<file path="src/rtl/coset_pam_pkg.sv">
package coset_pam_pkg;
   // depth of the search tree: one level per dimension of the lattice
   localparam int unsigned TREE_LEVELS = 8;
   localparam int unsigned LVL_W       = $clog2(TREE_LEVELS);
   // levels at or above this index carry information bits of the code
   localparam int unsigned FREE_BASE   = TREE_LEVELS / 2;
   localparam int unsigned CHK_W       = TREE_LEVELS - FREE_BASE;

   // information bits that enter the parity check of constrained level j
   function automatic logic [CHK_W-1:0] check_mask(input int unsigned j);
      return {CHK_W{1'b1}} & ~(CHK_W'(1) << j);
   endfunction
endpackage

</file>
<file path="src/rtl/coset_parity_rule.sv">
module coset_parity_rule
   import coset_pam_pkg::*;
(
   input  logic [LVL_W-1:0] level,
   input  logic [CHK_W-1:0] syndrome,
   input  logic [CHK_W-1:0] upper_par,
   output logic             fixed,
   output logic             req_bit
);
   logic [CHK_W-1:0] check_bit;

   for (genvar j = 0; j < CHK_W; j++) begin : g_check
      assign check_bit[j] = syndrome[j] ^ (^(upper_par & check_mask(j)));
   end

   assign fixed   = (level < LVL_W'(FREE_BASE));
   assign req_bit = check_bit[level[$clog2(CHK_W)-1:0]];
endmodule

</file>
<file path="src/rtl/coset_anchor_pick.sv">
module coset_anchor_pick #(
   parameter int unsigned PAM_LOG2 = 2
) (
   input  logic signed [PAM_LOG2:0]   center,
   input  logic                       resid_pos,
   input  logic                       fixed,
   input  logic                       req_bit,
   output logic signed [PAM_LOG2+2:0] anchor,
   output logic signed [PAM_LOG2+2:0] stride,
   output logic                       first_up
);
   localparam int unsigned SYM_W = PAM_LOG2 + 1;
   localparam int unsigned PW    = PAM_LOG2 + 3;
   localparam logic signed [PW-1:0] VMAX = PW'((1 << PAM_LOG2) - 1);
   localparam logic signed [PW-1:0] VMIN = -VMAX;
   localparam logic PAR_FLIP = (PAM_LOG2 == 1);

   logic signed [PW-1:0] c_ext, c_hi, c_lo;
   logic                 c_bit;

   always_comb begin
      c_ext = {{(PW-SYM_W){center[SYM_W-1]}}, center};
      c_hi  = c_ext + PW'(2);
      c_lo  = c_ext - PW'(2);
      c_bit = center[1] ^ PAR_FLIP;
      stride = fixed ? PW'(4) : PW'(2);
      if (!fixed || (c_bit == req_bit)) begin
         anchor   = c_ext;
         first_up = resid_pos;
      end else if ((resid_pos && (c_hi <= VMAX)) || (!resid_pos && (c_lo < VMIN))) begin
         anchor   = c_hi;
         first_up = 1'b0;
      end else begin
         anchor   = c_lo;
         first_up = 1'b1;
      end
   end
endmodule

</file>
<file path="src/rtl/coset_zigzag_walk.sv">
module coset_zigzag_walk #(
   parameter int unsigned PAM_LOG2 = 2
) (
   input  logic                       clk,
   input  logic                       rst_n,
   input  logic                       load,
   input  logic                       advance,
   input  logic signed [PAM_LOG2+2:0] anchor,
   input  logic signed [PAM_LOG2+2:0] stride,
   input  logic                       first_up,
   output logic signed [PAM_LOG2:0]   cur,
   output logic                       valid,
   output logic                       exhausted
);
   localparam int unsigned SYM_W = PAM_LOG2 + 1;
   localparam int unsigned PW    = PAM_LOG2 + 3;
   localparam logic signed [PW-1:0] VMAX = PW'((1 << PAM_LOG2) - 1);
   localparam logic signed [PW-1:0] VMIN = -VMAX;

   logic signed [PW-1:0] up_ptr, dn_ptr, step_r;
   logic                 pref_up;
   logic                 up_ok, dn_ok, take_up, take_dn;

   always_comb begin
      up_ok   = (up_ptr <= VMAX);
      dn_ok   = (dn_ptr >= VMIN);
      take_up = up_ok && (pref_up || !dn_ok);
      take_dn = dn_ok && !take_up;
   end

   always_ff @(posedge clk or negedge rst_n) begin
      if (!rst_n) begin
         cur       <= '0;
         valid     <= 1'b0;
         exhausted <= 1'b0;
         up_ptr    <= '0;
         dn_ptr    <= '0;
         step_r    <= '0;
         pref_up   <= 1'b0;
      end else if (load) begin
         cur       <= anchor[SYM_W-1:0];
         valid     <= 1'b1;
         exhausted <= 1'b0;
         up_ptr    <= anchor + stride;
         dn_ptr    <= anchor - stride;
         step_r    <= stride;
         pref_up   <= first_up;
      end else if (advance && valid) begin
         if (take_up) begin
            cur     <= up_ptr[SYM_W-1:0];
            up_ptr  <= up_ptr + step_r;
            pref_up <= 1'b0;
         end else if (take_dn) begin
            cur     <= dn_ptr[SYM_W-1:0];
            dn_ptr  <= dn_ptr - step_r;
            pref_up <= 1'b1;
         end else begin
            valid     <= 1'b0;
            exhausted <= 1'b1;
         end
      end
   end
endmodule

</file>
<file path="src/rtl/coset_pam_enum.sv">
module coset_pam_enum
   import coset_pam_pkg::*;
#(
   parameter int unsigned PAM_LOG2 = 2
) (
   input  logic                     clk,
   input  logic                     rst_n,
   input  logic                     start,
   input  logic                     advance,
   input  logic [2:0]               level,
   input  logic [3:0]               coset_sel,
   input  logic [3:0]               enc_bits,
   input  logic [3:0]               upper_par,
   input  logic signed [PAM_LOG2:0] center,
   input  logic                     resid_pos,
   output logic                     cand_valid,
   output logic signed [PAM_LOG2:0] cand,
   output logic                     exhausted,
   output logic                     fixed_par,
   output logic                     par_bit
);
   localparam int unsigned PW = PAM_LOG2 + 3;

   if (PAM_LOG2 < 1 || PAM_LOG2 > 6) begin : g_bad_pam
      $error("coset_pam_enum: PAM_LOG2 must lie in 1..6");
   end
   if (LVL_W != 3 || CHK_W != 4) begin : g_bad_tree
      $error("coset_pam_enum: tree shape does not match port widths");
   end

   logic [3:0]           syndrome;
   logic                 lvl_fixed, lvl_bit, first_up;
   logic signed [PW-1:0] anchor, stride;

   assign syndrome = coset_sel ^ enc_bits;

   coset_parity_rule u_rule (
      .level     (level),
      .syndrome  (syndrome),
      .upper_par (upper_par),
      .fixed     (lvl_fixed),
      .req_bit   (lvl_bit)
   );

   coset_anchor_pick #(.PAM_LOG2(PAM_LOG2)) u_pick (
      .center    (center),
      .resid_pos (resid_pos),
      .fixed     (lvl_fixed),
      .req_bit   (lvl_bit),
      .anchor    (anchor),
      .stride    (stride),
      .first_up  (first_up)
   );

   coset_zigzag_walk #(.PAM_LOG2(PAM_LOG2)) u_walk (
      .clk       (clk),
      .rst_n     (rst_n),
      .load      (start),
      .advance   (advance),
      .anchor    (anchor),
      .stride    (stride),
      .first_up  (first_up),
      .cur       (cand),
      .valid     (cand_valid),
      .exhausted (exhausted)
   );

   always_ff @(posedge clk or negedge rst_n) begin
      if (!rst_n) begin
         fixed_par <= 1'b0;
         par_bit   <= 1'b0;
      end else if (start) begin
         fixed_par <= lvl_fixed;
         par_bit   <= lvl_fixed & lvl_bit;
      end
   end
endmodule

</file>
<file path="config.mk">
export PLATFORM = sky130hd
export DESIGN_NAME = coset_pam_enum
export DESIGN_NICKNAME = d
export VERILOG_FILES = /design/src/rtl/coset_pam_pkg.sv /design/src/rtl/coset_parity_rule.sv /design/src/rtl/coset_anchor_pick.sv /design/src/rtl/coset_zigzag_walk.sv /design/src/rtl/coset_pam_enum.sv
export SDC_FILE = /design/constraint.sdc
export NUM_CORES = 1
export LEC_CHECK = 0
export CAP_MARGIN = 40
export CORE_MARGIN = 1
export CORE_UTILIZATION = 50
export DETAILED_ROUTE_END_ITERATION = 12
export DONT_BUFFER_PORTS = 1
export HOLD_SLACK_MARGIN = 0.02
export SLEW_MARGIN = 20
export SYNTH_ARGS = -nofsm -noshare
export SYNTH_HDL_FRONTEND = slang
export SYNTH_SLANG_ARGS = --single-unit
</file>
<file path="constraint.sdc">
create_clock -name clk -period 2.15 [get_ports clk]
set_input_delay 0.1075 -clock clk [delete_from_list [all_inputs] [get_ports clk]]
set_output_delay 0.1075 -clock clk [all_outputs]
set_load 0.02 [all_outputs]
</file>
==> results.cfg, run 1 <==
[timing]
fin_ws_ns = -0.08620
skew_ns = 0.001499
fin_crit_sh_pct = 104.0
setup_viol = 2
fmax_mhz = 447.2
hold_ws_ns = -0.1084
slew_headroom_pct = 78.25
worstMarginPinSlew_ns = 0.3251
rsz0062_at_grt = yes
maxSlewViolCount = 0
post-route-min-period_ns = 2.236
hold_viol_final = 10

[setup_path]
path_buf_inv = 1
cp-start-kind = input port
crit_type = in2reg
critPathTopFamily = simple AND/OR/NAND/NOR gates
crit_chain = xnor3_1 > mux2i_1 > mux2_4 > and4_4 > nor3_4 > a31oi_4 > buf_4 > fa_2 > or3_1 > a31oi_1
crit_slowest_cell = fa_2
worstPathMaxFanout = 3
arrival_ns = 2.46
end_kind = flop
slowest_delay_ns = 0.37
r2r_setup_slack_ns = 0.15
cp_data_required_time_ns = 2.37

[placement]
portBuffers = 0
place_hpwl_um = 2490
gp_congestion = 0.8578
pre_cts_slack_ns = -0.4309
post-place-cells = 204

[synthesis]
synth.area.mux_share_pct = 10.05
synth-edff-count = 0
synth-seq-area-share_pct = 31.30
syn_inst = 164
synth.area.top_cells = dfrtp_1, ha_1, xnor3_1
synthArstFlopShare_pct = 100.0
synth_compound_area_share_pct = 16.39
synth_top_cell_area_share_pct = 31.30
yosys.area_share.adder_pct = 12.19
yosysWarningCount = 0
synth_xor_area_share_pct = 9.967
post_synth.cell_area_avg_um2 = 9.262
synth_ff_type = dfrtp_1
synth_top_area_cell = dfrtp_1
ys_seq_elements = 19
synth_fp_nets = 200
synth_simple_gate_area_share_pct = 14.42
synth_top_family_by_area = compound AO/OA/AOI/OAI gates
netlist-cell-type-count = 39
synthesis.area_um2 = 1519

[routing]
dr.pass1.iters = 4
drc = 0
wl_per_cell_um = 15.24
drtIter0Drc = 49
num_vias = 1216
ant_nets = 0
routed_wl_um = 3323
via_per_inst = 5.578

[clock_tree]
htreeDepth = 1
cts-root-buf = clkbuf_4
clock_latency_ns = 0.29
ctsLongestPathBuffers = 2
clock-sinks = 19
clk_pin_slew_ns = 0.11
cts_buffers = 3
cts_tree = built
ctsHoldBuffers = 8

[floorplan]
dieArea_um2 = 3262
die_h_um = 57.12
start_util_pct = 54.15
core_um2 = 2805
row_count = 19
ioPinCount = 30
die_w_um = 57.12

[global_route]
grt_start_max_net_pins = 33
antenna_found_initial = 0
grt_pass1_wl_um = 5616
track_usage_pct = 22.10
grt_pass1_vias = 1299
overflow = 0

[pwr]
max-vdd-ir-drop_v = 0.0002719
p_per_area_nw_per_um2 = 718.0
p_leak_nw = 0.8653

[final_layout]
drive_above_1_share_pct = 24.06
utilization_pct = 66.41
fin_cells = 218
mostFrequentLayoutCell = nand2_1
final_cell_mix = nand2_1, dfrtp_1, inv_1, nor2_1, buf_4
syn2layout_area_growth_pct = 22.65
fin_nets = 224
diodes = 0

[outcome]
violations = negative hold slack, negative setup slack
status = finished, violations left

[run]
drv_cap = 0

[hold_path]
hold_class = in2reg
-- final timing paths --
path / start / to / cells after the start
worst max-delay path: coset_sel[3] / u_walk.up_ptr[3]$_DFFE_PN0P_ / 10
worst min register to register: u_walk.up_ptr[4]$_DFFE_PN0P_ / u_walk.up_ptr[4]$_DFFE_PN0P_ / 2
worst min-delay path: start / u_walk.dn_ptr[3]$_DFFE_PN0P_ / 1
min in group asynchronous: rst_n / u_walk.up_ptr[2]$_DFFE_PN0P_ / 1
worst max register to register: u_walk.dn_ptr[1]$_DFFE_PN0P_ / u_walk.cur[1]$_DFFE_PN0P_ / 7
max in group asynchronous: rst_n / fixed_par$_DFFE_PN0P_ / 2
-- layout make-up --
class / count / area [um2]
clock buffer: 3 / 22.52
clock inverter: 1 / 5.005
fill: 239 / 942.2
inverter: 17 / 66.31
multi-input combinational: 124 / 1055
sequential: 19 / 475.5
tap: 31 / 38.79
timing repair buffer: 23 / 200.2
-- sequential cells by signal, indices dropped and copies added (netlist names) --
signal / count
fixed_par: 1
par_bit: 1
u_walk.cur: 3
u_walk.dn_ptr: 5
u_walk.exhausted: 1
u_walk.pref_up: 1
u_walk.step_r: 1
u_walk.up_ptr: 5
u_walk.valid: 1
-- per-stage QoR --
stage	setup TNS [ns]	area, um2	hold WS [ns]	power [mW]
detailed placement	-1.641	1688	-0.1877	1.098
global placement	-1.366	1688	-0.1877	1.082
finish	-0.1636	1863	-0.1084	1.338
floorplan	-1.242	1574	-0.1881	0.9524
global route	-0.3738	1863	-0.1152	1.443
CTS	-0.2070	1808	-0.1128	1.316
-- power breakdown --
| group | internal (mW) | switching (mW) |
|---|---|---|
| Clock | 0.0691 | 0.107 |
| Combinational | 0.329 | 0.292 |
| Sequential | 0.434 | 0.106 |
-- synthesized netlist by cell type, drive strengths merged, types with 4 or more instances --
| cell type | n |
|---|---|
| xnor2 | 4 |
| xnor3 | 4 |
| mux2i | 7 |
| mux2 | 7 |
| a31oi | 6 |
| dfrtp | 19 |
| o21ai | 13 |
| nor2 | 14 |
| inv | 17 |
| nand2 | 21 |
| ha | 10 |
| a21oi | 4 |
-- layer usage --
metal	track usage [%]	vias up	share of wire, %
met5	0	-	0
met4	6.272	0	0.96
met3	1.814	4	3.1
met2	38.82	24	52
met1	29.33	570	44
li1	-	618	-
-- cell families after synthesis --
group / count (synthesis)
flops: 19
fa+ha+maj: 13
buf+inv: 21
compound gates: 38
simple gates: 48
mux: 14
xor+xnor: 11
-- what timing repair did --
item	in CTS	in global routing
pin swaps	5	6
cloned	0	0
resized for setup	2	6
endpoints found under the hold margin	36	10
endpoints found under the setup margin	2	4
setup buffers	0	1
Power figures use the tool's default switching activity.
==> run 2, diff against run 1 <==
REMOVE_ABC_BUFFERS = 1   (was default)
clock period = 2.8 ns   (was 2.15 ns; I/O delays follow)
==> run 2 against run 1 <==
  * The flow finishes with violations (design-rule violations)
  * Sequential power is 22% lower
  * Combinational power down 37%
  * Worst setup slack better by 0.41 ns
  * Final cell count is 5.0% lower
==> results.cfg, run 2 (synthesis results as in run 1) <==
[setup_path]
worst_r2r_endpoint = u_walk.cur[1]$_DFFE_PN0P_
cp-start-kind = input port
critPathLaunch = upper_par[2]
path_depth = 12
slowest_delay_ns = 0.35
cp_data_required_time_ns = 2.98
crit_chain = xnor3_1 > mux2i_1 > mux2_4 > a211oi_4 > nor3_2 > a31oi_1 > inv_1 > ha_1 > inv_1 > ha_1 > o41ai_1 > o32ai_1
end_kind = flop
arrival_ns = 2.66
worstPathMaxFanout = 3
r2r_setup_slack_ns = 0.72
critPathTopFamily = compound AO/OA/AOI/OAI gates
crit_end = u_walk.dn_ptr[3]$_DFFE_PN0P_
path_buf_inv = 2
reg2reg_from = u_walk.dn_ptr[1]$_DFFE_PN0P_
crit_type = in2reg
crit_slowest_cell = xnor3_1
r2r.worst_path.cells = 7

[timing]
fin_crit_sh_pct = 88.38
setup_viol = 0
maxSlewViolCount = 0
fin_ws_ns = 0.3253
worstMarginPinSlew_ns = 0.6965
slew_headroom_pct = 53.15
post-route-min-period_ns = 2.475
skew_ns = 0.007358
hold_viol_final = 0
fmax_mhz = 404.1
fin_tns_setup_ns = 0
rsz0062_at_grt = no

[final_layout]
mostFrequentLayoutCell = nand2_1
final_cell_area_um2 = 1679
diodes = 0
fin_nets = 213
top_regs = u_walk.dn_ptr (5), u_walk.up_ptr (5), u_walk.cur (3)
syn2layout_area_growth_pct = 10.54
num-fill-cells = 252
drive_above_1_share_pct = 13.07
final_cell_mix = nand2_1, dfrtp_1, inv_1, nor2_1, o21ai_0

[placement]
portBuffers = 0
pre_cts_slack_ns = 0.02262
gp_congestion = 0.8118
post_dp_cell_area_um2 = 1565
place_hpwl_um = 2406

[clock_tree]
cts_buffers = 3
ctsHoldBuffers = 5
cts-root-buf = clkbuf_4
postCtsSetupBuffers = 0
htreeDepth = 1
ctsLongestPathBuffers = 2
clock_latency_ns = 0.30
cts_resized = 0
cts_tree = built
clk_pin_slew_ns = 0.11
clock-sinks = 19

[global_route]
track_usage_pct = 20.56
overflow = 0
grt_pass1_vias = 1154
antenna_found_initial = 0
grt_start_max_net_pins = 26
grt_pass1_wl_um = 5168

[floorplan]
row_count = 19
core_um2 = 2805
ioPinCount = 30
dieArea_um2 = 3262
die_w_um = 57.12
start_util_pct = 54.15
die_h_um = 57.12

[pwr]
report.power.total_mw = 0.9453
power_switching_share_pct = 38.98
clockPowerShare_pct = 14.5
p_int_mw = 0.5768
max-vdd-ir-drop_v = 0.0001908
seqPwrFrac_pct = 44.3
p_per_area_nw_per_um2 = 563.0
p_leak_nw = 0.7970
p_switching_mw = 0.3685
pwr-share-comb_pct = 41.1

[routing]
ant_nets = 0
num_vias = 1205
via_per_inst = 5.821
wl_per_cell_um = 15.17
drc = 2
drtIter0Drc = 65
dr.pass1.iters = 8
routed_wl_um = 3140

[hold_path]
hold_class = in2reg

[outcome]
violations = design-rule violations
status = finished, violations left

[run]
drv_cap = 0
[run 2: layer usage]
layer  GRT usage (%)  wire [um]  up-vias
li1                -          -      594
met1           27.17       1463      575
met2           34.96       1526       32
met3           2.268        122        4
met4           7.666         28        0
met5               0          0        -
[run 2: power by group through the flow]
| stage | clock (mW) | combinational [mW] | sequential (mW) |
|---|---|---|---|
| floorplan | 0 | 0.293 | 0.407 |
| global placement | 0 | 0.356 | 0.424 |
| detailed placement | 0 | 0.364 | 0.425 |
| CTS | 0.144 | 0.385 | 0.419 |
| global route | 0.152 | 0.442 | 0.426 |
| finish | 0.137 | 0.389 | 0.419 |
[run 2: area by class of cell]
| cell class | instances | area, um2 | area share, % |
|---|---|---|---|
| clock buffer | 3 | 22.52 | 1.341 |
| timing repair buffer | 12 | 116.4 | 6.930 |
| tap | 31 | 38.79 | 2.310 |
| inverter | 17 | 63.81 | 3.800 |
| multi-input combinational | 124 | 957.2 | 57.00 |
| clock inverter | 1 | 5.005 | 0.2981 |
| sequential | 19 | 475.5 | 28.32 |
[run 2: metrics by stage]
step	hold slack (ns)	utilization, %	cells
floorplan	-0.1556	-	160
global placement	-0.1552	55.80	195
detailed placement	-0.1552	55.80	195
CTS	0.02778	58.56	204
global route	0.07371	59.86	207
finish	0.03166	59.86	207
[run 2: worst register-to-register path, delay by kind of cell (launching register included)]
kind / cells / cell delay (ns)
muxes: 2 / 0.64
and+or+nand+nor: 2 / 0.35
DFF: 1 / 0.42
AOI/OAI and AO/OA: 3 / 0.56
[run 2: how the worst min path moves through the flow]
stage	start	endpoint	slack, ns	cells past startpoint
after floorplan	rst_n	fixed_par$_DFFE_PN0P_	-0.16	0
after global placement	rst_n	fixed_par$_DFFE_PN0P_	-0.16	0
after detailed placement	rst_n	fixed_par$_DFFE_PN0P_	-0.16	0
after CTS	start	u_walk.dn_ptr[4]$_DFFE_PN0P_	0.03	2
after global routing	center[1]	u_walk.up_ptr[4]$_DFFE_PN0P_	0.07	3
final	advance	u_walk.exhausted$_DFFE_PN0P_	0.03	2
